[src/rtl/lpct_pkg.sv]
`timescale 1ns/1ps
package lpct_pkg;

    localparam int NIB_W = 4;

    localparam logic [NIB_W-1:0] NIB_START   = 4'b0000;
    localparam logic [NIB_W-1:0] NIB_IO_RD   = 4'b0000;
    localparam logic [NIB_W-1:0] NIB_IO_WR   = 4'b0010;
    localparam logic [NIB_W-1:0] NIB_READY   = 4'b0000;
    localparam logic [NIB_W-1:0] NIB_TURN    = 4'b1111;

    // bus phase of the clock currently on the wires
    typedef enum logic [2:0] {
        PH_IDLE,
        PH_CTYPE,
        PH_ADDR,
        PH_WDAT,
        PH_HTAR,
        PH_SYNC,
        PH_RDAT,
        PH_PTAR
    } phase_e;

    function automatic logic phase_busy(input phase_e p);
        return (p != PH_IDLE) && (p != PH_CTYPE);
    endfunction

endpackage

[src/rtl/lpct_channel.sv]
`timescale 1ns/1ps
module lpct_channel #(
    parameter int AW = 16,
    parameter int DW = 8
) (
    input  logic          clk,
    input  logic          rst_n,
    input  logic          en,
    input  logic [AW-1:0] base_addr,
    input  logic [AW-1:0] cand_addr,
    output logic          hit,
    input  logic          wr_commit,
    input  logic [DW-1:0] wr_data,
    input  logic          irq_en,
    input  logic          loc_rd,
    input  logic          loc_we,
    input  logic [DW-1:0] loc_wdata,
    output logic [DW-1:0] idr,
    output logic          ibf,
    output logic          irq,
    output logic [DW-1:0] odr
);

    typedef struct packed {
        logic [DW-1:0] idr;
        logic          ibf;
        logic          irq;
        logic [DW-1:0] odr;
    } chan_t;

    chan_t ch_q, ch_d;

    assign hit = en && (base_addr == cand_addr);

    always_comb begin
        ch_d     = ch_q;
        ch_d.irq = 1'b0;
        if (loc_rd) begin
            ch_d.ibf = 1'b0;
        end
        if (loc_we) begin
            ch_d.odr = loc_wdata;
        end
        if (wr_commit) begin
            ch_d.idr = wr_data;
            ch_d.ibf = 1'b1;
            ch_d.irq = irq_en;
        end
    end

    always_ff @(posedge clk) begin
        if (!rst_n) begin
            ch_q <= '0;
        end else begin
            ch_q <= ch_d;
        end
    end

    assign idr = ch_q.idr;
    assign ibf = ch_q.ibf;
    assign irq = ch_q.irq;
    assign odr = ch_q.odr;

    // a committed host byte lands in the inbound register with the flag up
    a_r5_idr_loads: assert property (@(posedge clk) disable iff (!rst_n)
        wr_commit |=> (ch_q.ibf && ch_q.idr == $past(wr_data)));

    // local read clears the flag when no host byte arrives at once
    a_r8_local_clear: assert property (@(posedge clk) disable iff (!rst_n)
        (loc_rd && !wr_commit) |=> !ch_q.ibf);

    // the receive interrupt never lasts two clocks
    a_r7_irq_single: assert property (@(posedge clk) disable iff (!rst_n)
        ch_q.irq |=> !ch_q.irq);

    // local write loads the outbound byte
    a_r12_odr_load: assert property (@(posedge clk) disable iff (!rst_n)
        loc_we |=> (ch_q.odr == $past(loc_wdata)));

endmodule

[src/rtl/lpct_cycle_fsm.sv]
`timescale 1ns/1ps
module lpct_cycle_fsm
    import lpct_pkg::*;
#(
    parameter int NCH = 4,
    parameter int AW  = 16,
    parameter int DW  = 8
) (
    input  logic                 clk,
    input  logic                 rst_n,
    input  logic                 lframe_n,
    input  logic [NIB_W-1:0]     lad_in,
    input  logic                 any_en,
    input  logic [NCH-1:0]       hit_vec,
    input  logic [DW-1:0]        rd_byte,
    output logic [AW-1:0]        cand_addr,
    output logic [((NCH > 1) ? $clog2(NCH) : 1)-1:0] sel,
    output logic [NCH-1:0]       commit_vec,
    output logic [DW-1:0]        wr_data,
    output logic [NIB_W-1:0]     lad_out,
    output logic                 lad_oe
);

    localparam int ANIB  = AW / NIB_W;
    localparam int DNIB  = DW / NIB_W;
    localparam int TAR_N = 2;
    localparam int CMAX  = (ANIB > DNIB) ? ANIB : DNIB;
    localparam int CW    = (CMAX > 1) ? $clog2(CMAX) : 1;
    localparam int IW    = (NCH > 1) ? $clog2(NCH) : 1;

    typedef struct packed {
        phase_e              ph;
        logic [AW-NIB_W-1:0] addr;
        logic [DW-1:0]       wdat;
        logic [DW-1:0]       rsh;
        logic [CW-1:0]       cnt;
        logic                wr;
        logic                hit;
        logic [IW-1:0]       sel;
    } fsm_t;

    fsm_t q, d;

    logic          any_hit;
    logic [IW-1:0] sel_pick;

    // lowest enabled matching channel wins
    always_comb begin
        any_hit  = 1'b0;
        sel_pick = '0;
        for (int i = NCH - 1; i >= 0; i--) begin
            if (hit_vec[i]) begin
                any_hit  = 1'b1;
                sel_pick = IW'(i);
            end
        end
    end

    assign cand_addr = {q.addr, lad_in};

    always_comb begin
        d = q;
        case (q.ph)
            PH_IDLE: begin
                if (any_en && !lframe_n && lad_in == NIB_START) begin
                    d.ph = PH_CTYPE;
                end
            end
            PH_CTYPE: begin
                if (!lframe_n) begin
                    if (lad_in != NIB_START) begin
                        d.ph = PH_IDLE;
                    end
                end else if (lad_in == NIB_IO_RD || lad_in == NIB_IO_WR) begin
                    d.wr  = (lad_in == NIB_IO_WR);
                    d.cnt = '0;
                    d.ph  = PH_ADDR;
                end else begin
                    d.ph = PH_IDLE;
                end
            end
            PH_ADDR: begin
                d.addr = {q.addr[AW-2*NIB_W-1:0], lad_in};
                if (q.cnt == CW'(ANIB - 1)) begin
                    d.hit = any_hit;
                    d.sel = sel_pick;
                    d.cnt = '0;
                    d.ph  = q.wr ? PH_WDAT : PH_HTAR;
                end else begin
                    d.cnt = q.cnt + CW'(1);
                end
            end
            PH_WDAT: begin
                d.wdat = {lad_in, q.wdat[DW-1:NIB_W]};
                if (q.cnt == CW'(DNIB - 1)) begin
                    d.cnt = '0;
                    d.ph  = PH_HTAR;
                end else begin
                    d.cnt = q.cnt + CW'(1);
                end
            end
            PH_HTAR: begin
                if (q.cnt == CW'(TAR_N - 1)) begin
                    d.cnt = '0;
                    d.ph  = PH_SYNC;
                end else begin
                    d.cnt = q.cnt + CW'(1);
                end
            end
            PH_SYNC: begin
                d.rsh = rd_byte;
                d.cnt = '0;
                d.ph  = q.wr ? PH_PTAR : PH_RDAT;
            end
            PH_RDAT: begin
                d.rsh = q.rsh >> NIB_W;
                if (q.cnt == CW'(DNIB - 1)) begin
                    d.cnt = '0;
                    d.ph  = PH_PTAR;
                end else begin
                    d.cnt = q.cnt + CW'(1);
                end
            end
            PH_PTAR: begin
                if (q.cnt == CW'(TAR_N - 1)) begin
                    d.cnt = '0;
                    d.hit = 1'b0;
                    d.ph  = PH_IDLE;
                end else begin
                    d.cnt = q.cnt + CW'(1);
                end
            end
            default: begin
                d.ph = PH_IDLE;
            end
        endcase
        // frame strobe inside a running cycle: abandon it
        if (phase_busy(q.ph) && !lframe_n) begin
            d.ph  = PH_IDLE;
            d.hit = 1'b0;
            d.cnt = '0;
        end
    end

    always_ff @(posedge clk) begin
        if (!rst_n) begin
            q <= '{ph: PH_IDLE, default: '0};
        end else begin
            q <= d;
        end
    end

    assign sel     = q.sel;
    assign wr_data = q.wdat;

    always_comb begin
        commit_vec = '0;
        if (q.ph == PH_SYNC && lframe_n && q.wr && q.hit) begin
            commit_vec = NCH'(1) << q.sel;
        end
    end

    always_comb begin
        lad_oe  = 1'b0;
        lad_out = NIB_TURN;
        if (q.hit) begin
            case (q.ph)
                PH_SYNC: begin
                    lad_oe  = 1'b1;
                    lad_out = NIB_READY;
                end
                PH_RDAT: begin
                    lad_oe  = 1'b1;
                    lad_out = q.rsh[NIB_W-1:0];
                end
                PH_PTAR: begin
                    lad_oe  = (q.cnt == '0);
                    lad_out = NIB_TURN;
                end
                default: begin
                    lad_oe = 1'b0;
                end
            endcase
        end
    end

    // idle holds unless the start nibble arrives under a low strobe
    a_r2_idle_holds: assert property (@(posedge clk) disable iff (!rst_n)
        (q.ph == PH_IDLE && (lframe_n || lad_in != NIB_START)) |=> (q.ph == PH_IDLE));

    // with every channel off the target stays idle and silent
    a_r10_disabled_quiet: assert property (@(posedge clk) disable iff (!rst_n)
        (q.ph == PH_IDLE && !any_en) |=> (q.ph == PH_IDLE && !lad_oe));

    // a low strobe inside a cycle releases LAD on the next clock
    a_r11_abort_release: assert property (@(posedge clk) disable iff (!rst_n)
        (phase_busy(q.ph) && !lframe_n) |=> !lad_oe);

    // a committed write is followed by the driven turnaround nibble
    a_r5_commit_then_turn: assert property (@(posedge clk) disable iff (!rst_n)
        (|commit_vec) |=> (lad_oe && lad_out == NIB_TURN));

endmodule

[src/rtl/lpc_io_target.sv]
`timescale 1ns/1ps
module lpc_io_target
    import lpct_pkg::*;
#(
    parameter int NCH = 4,
    parameter int AW  = 16,
    parameter int DW  = 8
) (
    input  logic              clk,
    input  logic              rst_n,
    input  logic              lframe_n,
    input  logic [3:0]        lad_in,
    output logic [3:0]        lad_out,
    output logic              lad_oe,
    input  logic [NCH-1:0]    chan_en,
    input  logic [NCH*AW-1:0] chan_addr,
    input  logic [NCH-1:0]    irq_en,
    input  logic [NCH-1:0]    loc_rd,
    input  logic [NCH-1:0]    loc_we,
    input  logic [DW-1:0]     loc_wdata,
    output logic [NCH*DW-1:0] idr_data,
    output logic [NCH-1:0]    ibf,
    output logic [NCH-1:0]    rx_irq
);

    localparam int IW = (NCH > 1) ? $clog2(NCH) : 1;

    logic [AW-1:0]  cand_addr;
    logic [NCH-1:0] hit_vec;
    logic [NCH-1:0] commit_vec;
    logic [IW-1:0]  sel;
    logic [DW-1:0]  wr_data;
    logic [DW-1:0]  rd_byte;
    logic [DW-1:0]  odr_w [NCH];

    for (genvar g = 0; g < NCH; g++) begin : g_ch
        lpct_channel #(
            .AW(AW),
            .DW(DW)
        ) u_ch (
            .clk       (clk),
            .rst_n     (rst_n),
            .en        (chan_en[g]),
            .base_addr (chan_addr[g*AW +: AW]),
            .cand_addr (cand_addr),
            .hit       (hit_vec[g]),
            .wr_commit (commit_vec[g]),
            .wr_data   (wr_data),
            .irq_en    (irq_en[g]),
            .loc_rd    (loc_rd[g]),
            .loc_we    (loc_we[g]),
            .loc_wdata (loc_wdata),
            .idr       (idr_data[g*DW +: DW]),
            .ibf       (ibf[g]),
            .irq       (rx_irq[g]),
            .odr       (odr_w[g])
        );
    end

    always_comb begin
        rd_byte = '0;
        for (int i = 0; i < NCH; i++) begin
            if (sel == IW'(i)) begin
                rd_byte = odr_w[i];
            end
        end
    end

    lpct_cycle_fsm #(
        .NCH(NCH),
        .AW (AW),
        .DW (DW)
    ) u_fsm (
        .clk        (clk),
        .rst_n      (rst_n),
        .lframe_n   (lframe_n),
        .lad_in     (lad_in),
        .any_en     (|chan_en),
        .hit_vec    (hit_vec),
        .rd_byte    (rd_byte),
        .cand_addr  (cand_addr),
        .sel        (sel),
        .commit_vec (commit_vec),
        .wr_data    (wr_data),
        .lad_out    (lad_out),
        .lad_oe     (lad_oe)
    );

endmodule

[config.mk]
export PLATFORM = sky130hd
export DESIGN_NAME = lpc_io_target
export DESIGN_NICKNAME = d
export VERILOG_FILES = /design/src/rtl/lpct_pkg.sv /design/src/rtl/lpct_channel.sv /design/src/rtl/lpct_cycle_fsm.sv /design/src/rtl/lpc_io_target.sv
export SDC_FILE = /design/constraint.sdc
export NUM_CORES = 1
export LEC_CHECK = 0
export BUFFER_PORTS_ARGS = -buffer_cell sky130_fd_sc_hd__buf_4
export CORE_ASPECT_RATIO = 0.8
export CORE_MARGIN = 5
export CORE_UTILIZATION = 48
export DETAILED_ROUTE_END_ITERATION = 12
export PLACE_DENSITY = 0.85
export SYNTH_ARGS = -nofsm -noshare
export SYNTH_HDL_FRONTEND = slang
export SYNTH_SLANG_ARGS = --single-unit
export TNS_END_PERCENT = 50
[constraint.sdc]
create_clock -name clk -period 1.6 [get_ports clk]
set_input_delay 0.16 -clock clk [delete_from_list [all_inputs] [get_ports clk]]
set_output_delay 0.16 -clock clk [all_outputs]
set_load 0.005 [all_outputs]
======== Yosys cells after proc, flatten, opt, wreduce, memory -nomap -nowiden ========
Cells that the tools add are included.
operators by class
  add/subtract/negate cells ............... 1
  multiply operators ...................... 0
  div/mod/pow operators ................... 0
  $lt $le $gt $ge ......................... 0
  equality and inequality tests ........... 27
  shift-type cells ........................ 1
  multiplexer cells ....................... 46
  bitwise logic cells ..................... 1
  reductions and logical operators ........ 39
operators with widths
  operator            count
  $eq 16x16->1        4
  $mux 3              12
  $mux 8              4
  $pmux 3 s8          1
  $mux 2              11
  $pmux 8 s2          1
  $ne 2x1->1 const B  7
  $eq 3x3->1 const B  4
  $reduce_bool 2->1   6
  $logic_and 1x1->1   11
  $mux 1              11
  $reduce_and 2->1    5
  $reduce_and 3->1    3
  $mux 4              2
  $pmux 2 s4          1
  $pmux 4 s2          1
  $reduce_bool 4->1   2
  $reduce_or 4->1     2
  $reduce_and 7->1    1
  $eq 2x2->1 const B  3
  $eq 3x2->1 const B  2
  $eq 2x1->1 const B  2
  $eq 4x2->1 const B  1
  $logic_not 2->1     2
  14 further kinds    16
word-level totals
  flip-flop bits (word level) ............. 109
  latch bits .............................. 0
  bits in writable memories ............... 0
  ROM bits ................................ 0
  input port bits ......................... 95
  output and inout port bits .............. 45
  logic and storage cells ................. 139
  memories ................................ 0

======== Logic depth before layout (Yosys ltp) ========
Gate-level depths: netlist of run 1.
  depth in word-level cells ............... 8
  gate-level depth with buffers ........... 8
  mapped depth without buffers ............ 8

======== Modules after synthesis ========
Synthesis of run 1 repeated with hierarchy kept, for this count alone.
unflattened totals
  cell total of the unflattened synthesis .. 589
  area total of the unflattened synthesis .. 5635.4 µm²
by module, submodules not included
  module          instances  cells each  area an instance (µm²)  seq. area each (µm²)
  lpct_channel    4          78          835.8                   360.3
  lpct_cycle_fsm  1          266         2088.3                  740.7
  lpc_io_target   1          11          203.9                   0.0

======== Worst setup path after synthesis of run 1 ========
OpenSTA, ideal clock, no wires.
  kind .................................... flip-flop to flip-flop
  start ................................... reg u_fsm.q, in the netlist u_fsm.sel[0]
  end ..................................... reg u_fsm.q[6] in the netlist's numbering
  setup time .............................. 116 ps
  arrival time ............................ 1424 ps
  data required time ...................... 1484 ps
  setup slack ............................. 60 ps
  stages on the path, launching flop included .. 6
  buffers on the path ..................... 1
  period minus slack after synthesis ...... 1540 ps
  cells stage by stage .................... dfxtp_1 > buf_4 > mux4_2 > mux2i_1 > nand2_1 > o211a_1
on the way
  word-level cells in the longest chain between the ends .. 6
  elaborated cells on any way between the ends .. 9
  those cells by class .................... eq/ne (3); mux (5); reduce/logical (1)
ends and longest elaborated chain
  what                    line                   RTL
  from (decl)             lpct_cycle_fsm.sv:42   fsm_t q, d;
  from (signal assigned)  lpct_cycle_fsm.sv:147  q <= '{ph: PH_IDLE, default: '0};
  from (signal assigned)  lpct_cycle_fsm.sv:149  q <= d;
  $logic_not 2->1         lpc_io_target.sv:63    if (sel == IW'(i)) begin
  $mux 8 (3 in series)    lpc_io_target.sv:63
  $mux 8 *                lpc_io_target.sv:63
  $pmux 8 s2 *            lpct_cycle_fsm.sv:63   case (q.ph)
Every way passes the cells marked *; elsewhere a longest branch is shown, timed or not.
A chain may end at the register's enable or synchronous reset.

======== Worst setup path in the final report of run 1 ========
  start ................................... reg u_fsm.q[35] in the netlist's numbering
  end ..................................... out lad_out[2]
on the way
  word-level cells in the longest chain between the ends .. 3
  elaborated cells on any way between the ends .. 4
  those cells by class .................... eq/ne (2); mux (2)
ends and longest elaborated chain
  what          line                   RTL
  $eq 3x3->1    lpct_cycle_fsm.sv:167  case (q.ph)
  $pmux 4 s2 *  lpct_cycle_fsm.sv:167
  $mux 4 *      lpct_cycle_fsm.sv:166  if (q.hit) begin
  to (decl)     lpc_io_target.sv:13    output logic [3:0] lad_out,
Marks and branches as above.

==> impl_results.md, run 1 <==
* Final core utilization at 63.8%
* Post-Synth Simple-Gate Area at 19.5%
* Total power at 5.55 mW
* CP arrival at 1570 ps
* Routed WL at 15700 um
* Syn. warnings at 0
* Area delta synth->final at 32.0%
* Number of I/O port buffers at 139
* Core area at 11400 um2
* Tmin final at 1730 ps
* Final worst-path cycle share at 108%
* Dpl cells at 841
* Post-DR wirelength/cell at 18.2 um
* Root Buffer: clkbuf_16
* Post-synth net total at 676
* Row count at 35
* Hold Fails Final Rpt at 0
* Failing checks: negative setup slack
* Post-route DRC at 0
* Seq/Total Area, Yosys at 39.6%
* Mux share of post-synthesis cell area at 15.6%
* Setup-failing EPs final at 8
* Max-slew violations at 0
* Mean post-synth cell area at 9.54 um2
* Crit path capture type: output port
* Most common cell after layout, fill and taps aside: buf_4
* Largest net degree at the start of global routing at 84
* First-pass GRT wire length at 24600 um
* EDFF count, synth at 0
* Most frequent cells in the layout: 163 x buf_4, 95 x dfxtp_1, 72 x nor2b_1
* Fmax at 576 MHz
* Syn Inst Count at 577
* Post-Syn Area at 5500 um2
* Max VDD drop at 0.627 mV
* Clock power share at 39.9%
* Post-Synth XOR/XNOR Area at 10.2%
* Hold_buf cts at 0
* Register bit total from synthesis at 109
* Max-cap violations at 0
* Final nets at 805
* Ports at 140
* TNS Setup at -453 ps
* DIE AREA at 13700 um2
* Antenna violations before repair at 0
* NetSw at 1.33 mW
* Routed Antenna Nets at 0
* Synth Area in Adders at 0.909%
* CTS Buffer Depth at 2
* Vias per cell at 5.36
* Worst setup margin at -135 ps
* Routability Congestion at 0.988
* Synth Area in Compound Gates at 8.46%
* Hpwl dp at 11400 um
* Skew-Pair Late Insertion Delay at 350 ps
* Int Power at 4.22 mW
* Worst-path clk slew at 80 ps
* Die Y at 106 um
* DP Worst Slack at -57.1 ps
* DIE WIDTH at 130 um
* DRT iter0 DRCs at 283
* Worst Path Required at 1440 ps
* Post-synth cell types at 50
* Switching Share at 24.0%
* Initial Utilization at 48.3%
* Largest family of logic cells by synthesized area: simple AND/OR/NAND/NOR gates
* Leak Pwr at 2.96 nW
* CTS tree: done
* Total gr overflow at 0
* Max_slew headroom at 66.1%
* Crit Path Class: reg2out
* Ant diodes at 0
* Clock Skew at 6.64 ps
* Num Clock Sinks at 109
* GRT Total Usage at 22.7%
* Layout cell share with drive strength beyond 1 at 35.3%
* Non-Filler Cell Area, Final at 7260 um2
* Area after DPL at 6750 um2
* Finished Layout Cells at 859
* Pwr per Cell Area at 764 nW/um2
* Slew @ Worst Pin at 509 ps
* Drt first pass iters at 5
* Most used DFF post-synth: dfxtp_1
* Outcome: complete, but fails checks
* H-tree levels at 3
* Worst-path fanout max at 6
* Vias in the first global route at 4851
* Hold slack at 44.4 ps
* Vias at 4600
* CP startpoint kind: flip-flop
* Combinational share of power at 10.1%
* RSZ-0062 raised after global routing: true
* Hold Crit Class: in2reg
* Seq pwr share at 50.0%
* Post-synth ARST share at 0%
* CTS buffer count at 9
## area by class of cell
class / instances / area, um2
Multi-Input combinational cell: 406 / 3170
Fill cell: 871 / 4120
Inverter: 8 / 30.0
Sequential cell: 109 / 2210
Clock buffer: 10 / 239
Tap cell: 148 / 185
Clock inverter: 6 / 65.1
Timing Repair Buffer: 172 / 1370
## power by group through the flow
stage	registers (mW)	clock network, mW	logic, mW
after floorplan	2.84	0	0.277
after global placement	2.84	0	0.528
after detailed placement	2.85	0	0.540
after CTS	2.78	2.26	0.545
after global routing	2.78	2.41	0.599
final	2.78	2.21	0.559
## sequential cells by signal (all words and copies together) (netlist names)
name / count
u_fsm.wr_data: 8
u_fsm.cand_addr: 12
g_ch.u_ch.ibf: 4
g_ch.u_ch.idr: 32
g_ch.u_ch.irq: 4
u_fsm.q: 15
g_ch.u_ch.odr: 32
u_fsm.sel: 2
## final timing paths
check                                 startpoint               end  slack (ps)  cells past startpoint
worst min-delay path                   irq_en[3]  g_ch[3].u_ch.irq          40                      3
worst max-delay path                 u_fsm.q[35]        lad_out[2]        -130                      5
worst min register to register  g_ch[3].u_ch.ibf  g_ch[3].u_ch.ibf         480                      2
worst max register to register       u_fsm.q[35]       u_fsm.q[11]         -40                      7
## cell families (layout without fill, tap and decap cells)
group / after synthesis / count (layout)
fa+ha+maj: 4 / 4
flops: 109 / 109
compound gates: 68 / 68
mux: 76 / 76
xor+xnor: 64 / 64
simple gates: 194 / 194
buf+inv: 62 / 196
## cell usage after synthesis (7+ instances only)
master    instances  area share (%)
a21oi_1          10            0.91
mux4_2            8             3.3
inv_1             7            0.48
nand2_1          51             3.5
clkbuf_1         19             1.3
nor2_1           15             1.0
nor2b_1          73             8.3
nor3_1            7            0.64
nand4_1          12             1.4
buf_2            21             1.9
mux2i_1          68              12
xor2_1           16             2.5
o21ai_0          12             1.1
nand3_1          12             1.1
a21boi_0         21             2.9
buf_4            12             1.6
dfxtp_1         109              40
xnor2_1          48             7.6
## what timing repair did
item / 4_1_cts / 5_1_grt
setup endpoints to repair: 11 / 31
resized for setup: 14 / 46
cloned: 0 / 0
setup buffers: 2 / 0
pin swaps: 2 / 12
## worst max-delay path, stage by stage, from the launching register on
cell,delay (ps)
dfxtp_4,380
inv_2,40
or3_4,440
nor2_1,130
o21ai_0,100
buf_4,150
## metal layers
metal | vias to the layer above | global-route usage, % | wire length (um)
met5 | - | 0 | 0
met4 | 0 | 6.68 | 344
met3 | 29 | 4.96 | 1100
met2 | 180 | 38.6 | 7860
met1 | 2194 | 28.7 | 6370
li1 | 2197 | - | -
(Power assumes the default switching activity.)
==> run 2: changes to the inputs <==
- CORE_UTILIZATION: 48 -> 57
- PLACE_DENSITY: 0.85 -> 0.94
- clock period: 1.6 -> 2.2 ns (I/O delays scaled with it)
==> impl_results.md, run 2 (same netlist as run 1, synthesis figures left out) <==
* Outcome: completed
* Finished Layout Cells at 809 (-5.8%)
* Crit Path Class: reg2out
* Row count at 32 (-8.6%)
* Setup-failing EPs final at 0 (-8)
* CP arrival at 1780 ps (+210 ps)
* Final nets at 784 (-2.6%)
* Worst path depth at 5 (unchanged)
* Worst-path fanout max at 12 (+6)
* Critical path, cell by cell: inv_2, or3_1, nor2_1, o21ai_0, buf_4
* CP max stage delay at 480 ps (+40 ps)
* RSZ-0062 raised after global routing: false
* DIE AREA at 11700 um2 (-14%)
* Clock Skew at 11.6 ps (+4.97 ps)
* CTS Buffer Depth at 2 (unchanged)
* Setup slack, reg-to-reg at 390 ps (+430 ps)
* Fmax at 500 MHz
* Dpl cells at 793 (-5.7%)
* Tmin final at 2000 ps
* Routability Congestion at 0.904 (-8.5%)
* Final worst-path cycle share at 91.0%
* WP buf/inv at 2 (unchanged)
* Worst Path Required at 1980 ps (+540 ps)
* Root Buffer: clkbuf_16
* Max-cap violations at 0 (unchanged)
* DIE WIDTH at 120 um (-7.6%)
* DRT iter0 DRCs at 335 (+18%)
* GRT Total Usage at 25.4% (+2.7 points)
* Hold slack at 89.8 ps (+45.3 ps)
* CTS tree: done
* Skew-Pair Late Insertion Delay at 360 ps (about the same)
* Largest net degree at the start of global routing at 63 (-25%)
* Routed Antenna Nets at 0 (unchanged)
* Max_slew headroom at 45.7% (-20 points)
* First-pass GRT wire length at 24000 um (-2.5%)
* Most frequent cells in the layout: 151 x buf_4, 108 x dfxtp_1, 73 x nor2b_1
* Vias in the first global route at 4722 (-2.7%)
* Worst setup endpoint: lad_out[2]
* Area delta synth->final at 23.4%
* Post-DR wirelength/cell at 18.3 um (+0.34%)
* CTS buffer count at 9 (unchanged)
* Slowest CP cell: or3_1
* R2R Path End: u_fsm.sel[1]
* Number of I/O port buffers at 139 (unchanged)
* Hpwl dp at 11000 um (-2.9%)
* Total power at 3.97 mW (-28%)
* Fillers at 673 (-23%)
* Ant diodes at 0 (unchanged)
* Max VDD drop at 0.457 mV (-27%)
* Crit path launch: u_fsm.q[35]
* Vias at 4536 (-1.4%)
* Worst R2R Start: u_fsm.cand_addr[4]
* Antenna violations before repair at 0 (unchanged)
* Slew @ Worst Pin at 807 ps (+298 ps)
* Routed WL at 14800 um (-5.5%)
* H-tree levels at 3 (unchanged)
* Max-slew violations at 0 (unchanged)
* Layout cell share with drive strength beyond 1 at 27.2% (-8.1 points)
* Hold Fails Final Rpt at 0 (unchanged)
* R2R cell count at 6 (-1)
* Pwr per Cell Area at 585 nW/um2 (-23%)
* Worst-path clk slew at 80 ps (about the same)
* Die Y at 97.9 um (-7.5%)
* Hold Crit Class: in2reg
* Drt first pass iters at 5 (unchanged)
* Crit path capture type: output port
* Core area at 9530 um2 (-16%)
* Post-route DRC at 0 (unchanged)
* Total gr overflow at 0 (unchanged)
* Vias per cell at 5.61 (+4.7%)
* CP delay by family, top: simple AND/OR/NAND/NOR gates
* TNS Setup at 0 ps (+453 ps)
* Num Clock Sinks at 109 (unchanged)
* Ports at 140 (unchanged)
* Initial Utilization at 57.8% (+9.4 points)
* Leak Pwr at 2.79 nW (-5.8%)
* Most common cell after layout, fill and taps aside: buf_4
* CP startpoint kind: flip-flop
==> run 2: cell types whose count changed in the layout (fill, tap and decap cells not counted), sizes merged <==
| cell | previous run | this run |
|---|---|---|
| clkbuf | 10 | 9 |
| inv | 10 | 12 |
| buf | 172 | 151 |
| clkinv | 4 | 3 |
==> run 2: worst min path at each step <==
stage               slack [ps]  startpoint  depth (start not counted)          endpoint
floorplan                  340   irq_en[3]                          2  g_ch[3].u_ch.irq
global placement           440   irq_en[3]                          3  g_ch[3].u_ch.irq
detailed placement         450   irq_en[3]                          3  g_ch[3].u_ch.irq
CTS                         90   irq_en[3]                          3  g_ch[3].u_ch.irq
global route               100   irq_en[2]                          2  g_ch[2].u_ch.irq
finish                      90   irq_en[3]                          3  g_ch[3].u_ch.irq
==> run 2: worst reg2reg max path, cell delays in order (launching register included) <==
cell and delay (ps):
dfxtp_1 510, xnor2_1 180, nand4_1 210, nor3_1 250, and4_1 270, nor2b_1 80, o31ai_1 220
==> run 2: area by class of cell <==
class	count	area [um2]	share of cell area, %
Inverter	8	30.0	0.442
Sequential cell	109	2180	32.1
Multi-Input combinational cell	406	3020	44.4
Tap cell	119	149	2.19
Timing Repair Buffer	151	1130	16.7
Clock inverter	7	55.1	0.811
Clock buffer	9	225	3.32
==> run 2: timing repair <==
item	in CTS	in global routing
buffers inserted	0	0
hold buffers	0	0
setup endpoints to repair	0	4
resized for setup	0	1
==> run 2: metrics by stage <==
stage	setup WS, ps	cell area, um2	utilization (%)
3_3_place_gp	522	6510	68.3
4_1_cts	64.5	6790	71.3
5_1_grt	74.7	6790	71.3
3_5_place_dp	431	6510	68.3
6_report	199	6790	71.3
2_1_floorplan	660	5500	-
==> run 2: power by group <==
group	total (mW)	internal, mW	leakage (nW)	switching (mW)
Sequential	2.02	2.01	0.885	0.0182
Combinational	0.392	0.228	1.76	0.164
Clock	1.56	0.787	0.144	0.771
==> run 2: metal layers <==
metal | GRT usage, % | vias up | wire (um)
li1 | - | 2161 | -
met1 | 32.3 | 2151 | 5980
met2 | 42.4 | 193 | 7250
met3 | 6.95 | 31 | 1250
met4 | 7.57 | 0 | 320
met5 | 0 | - | 0
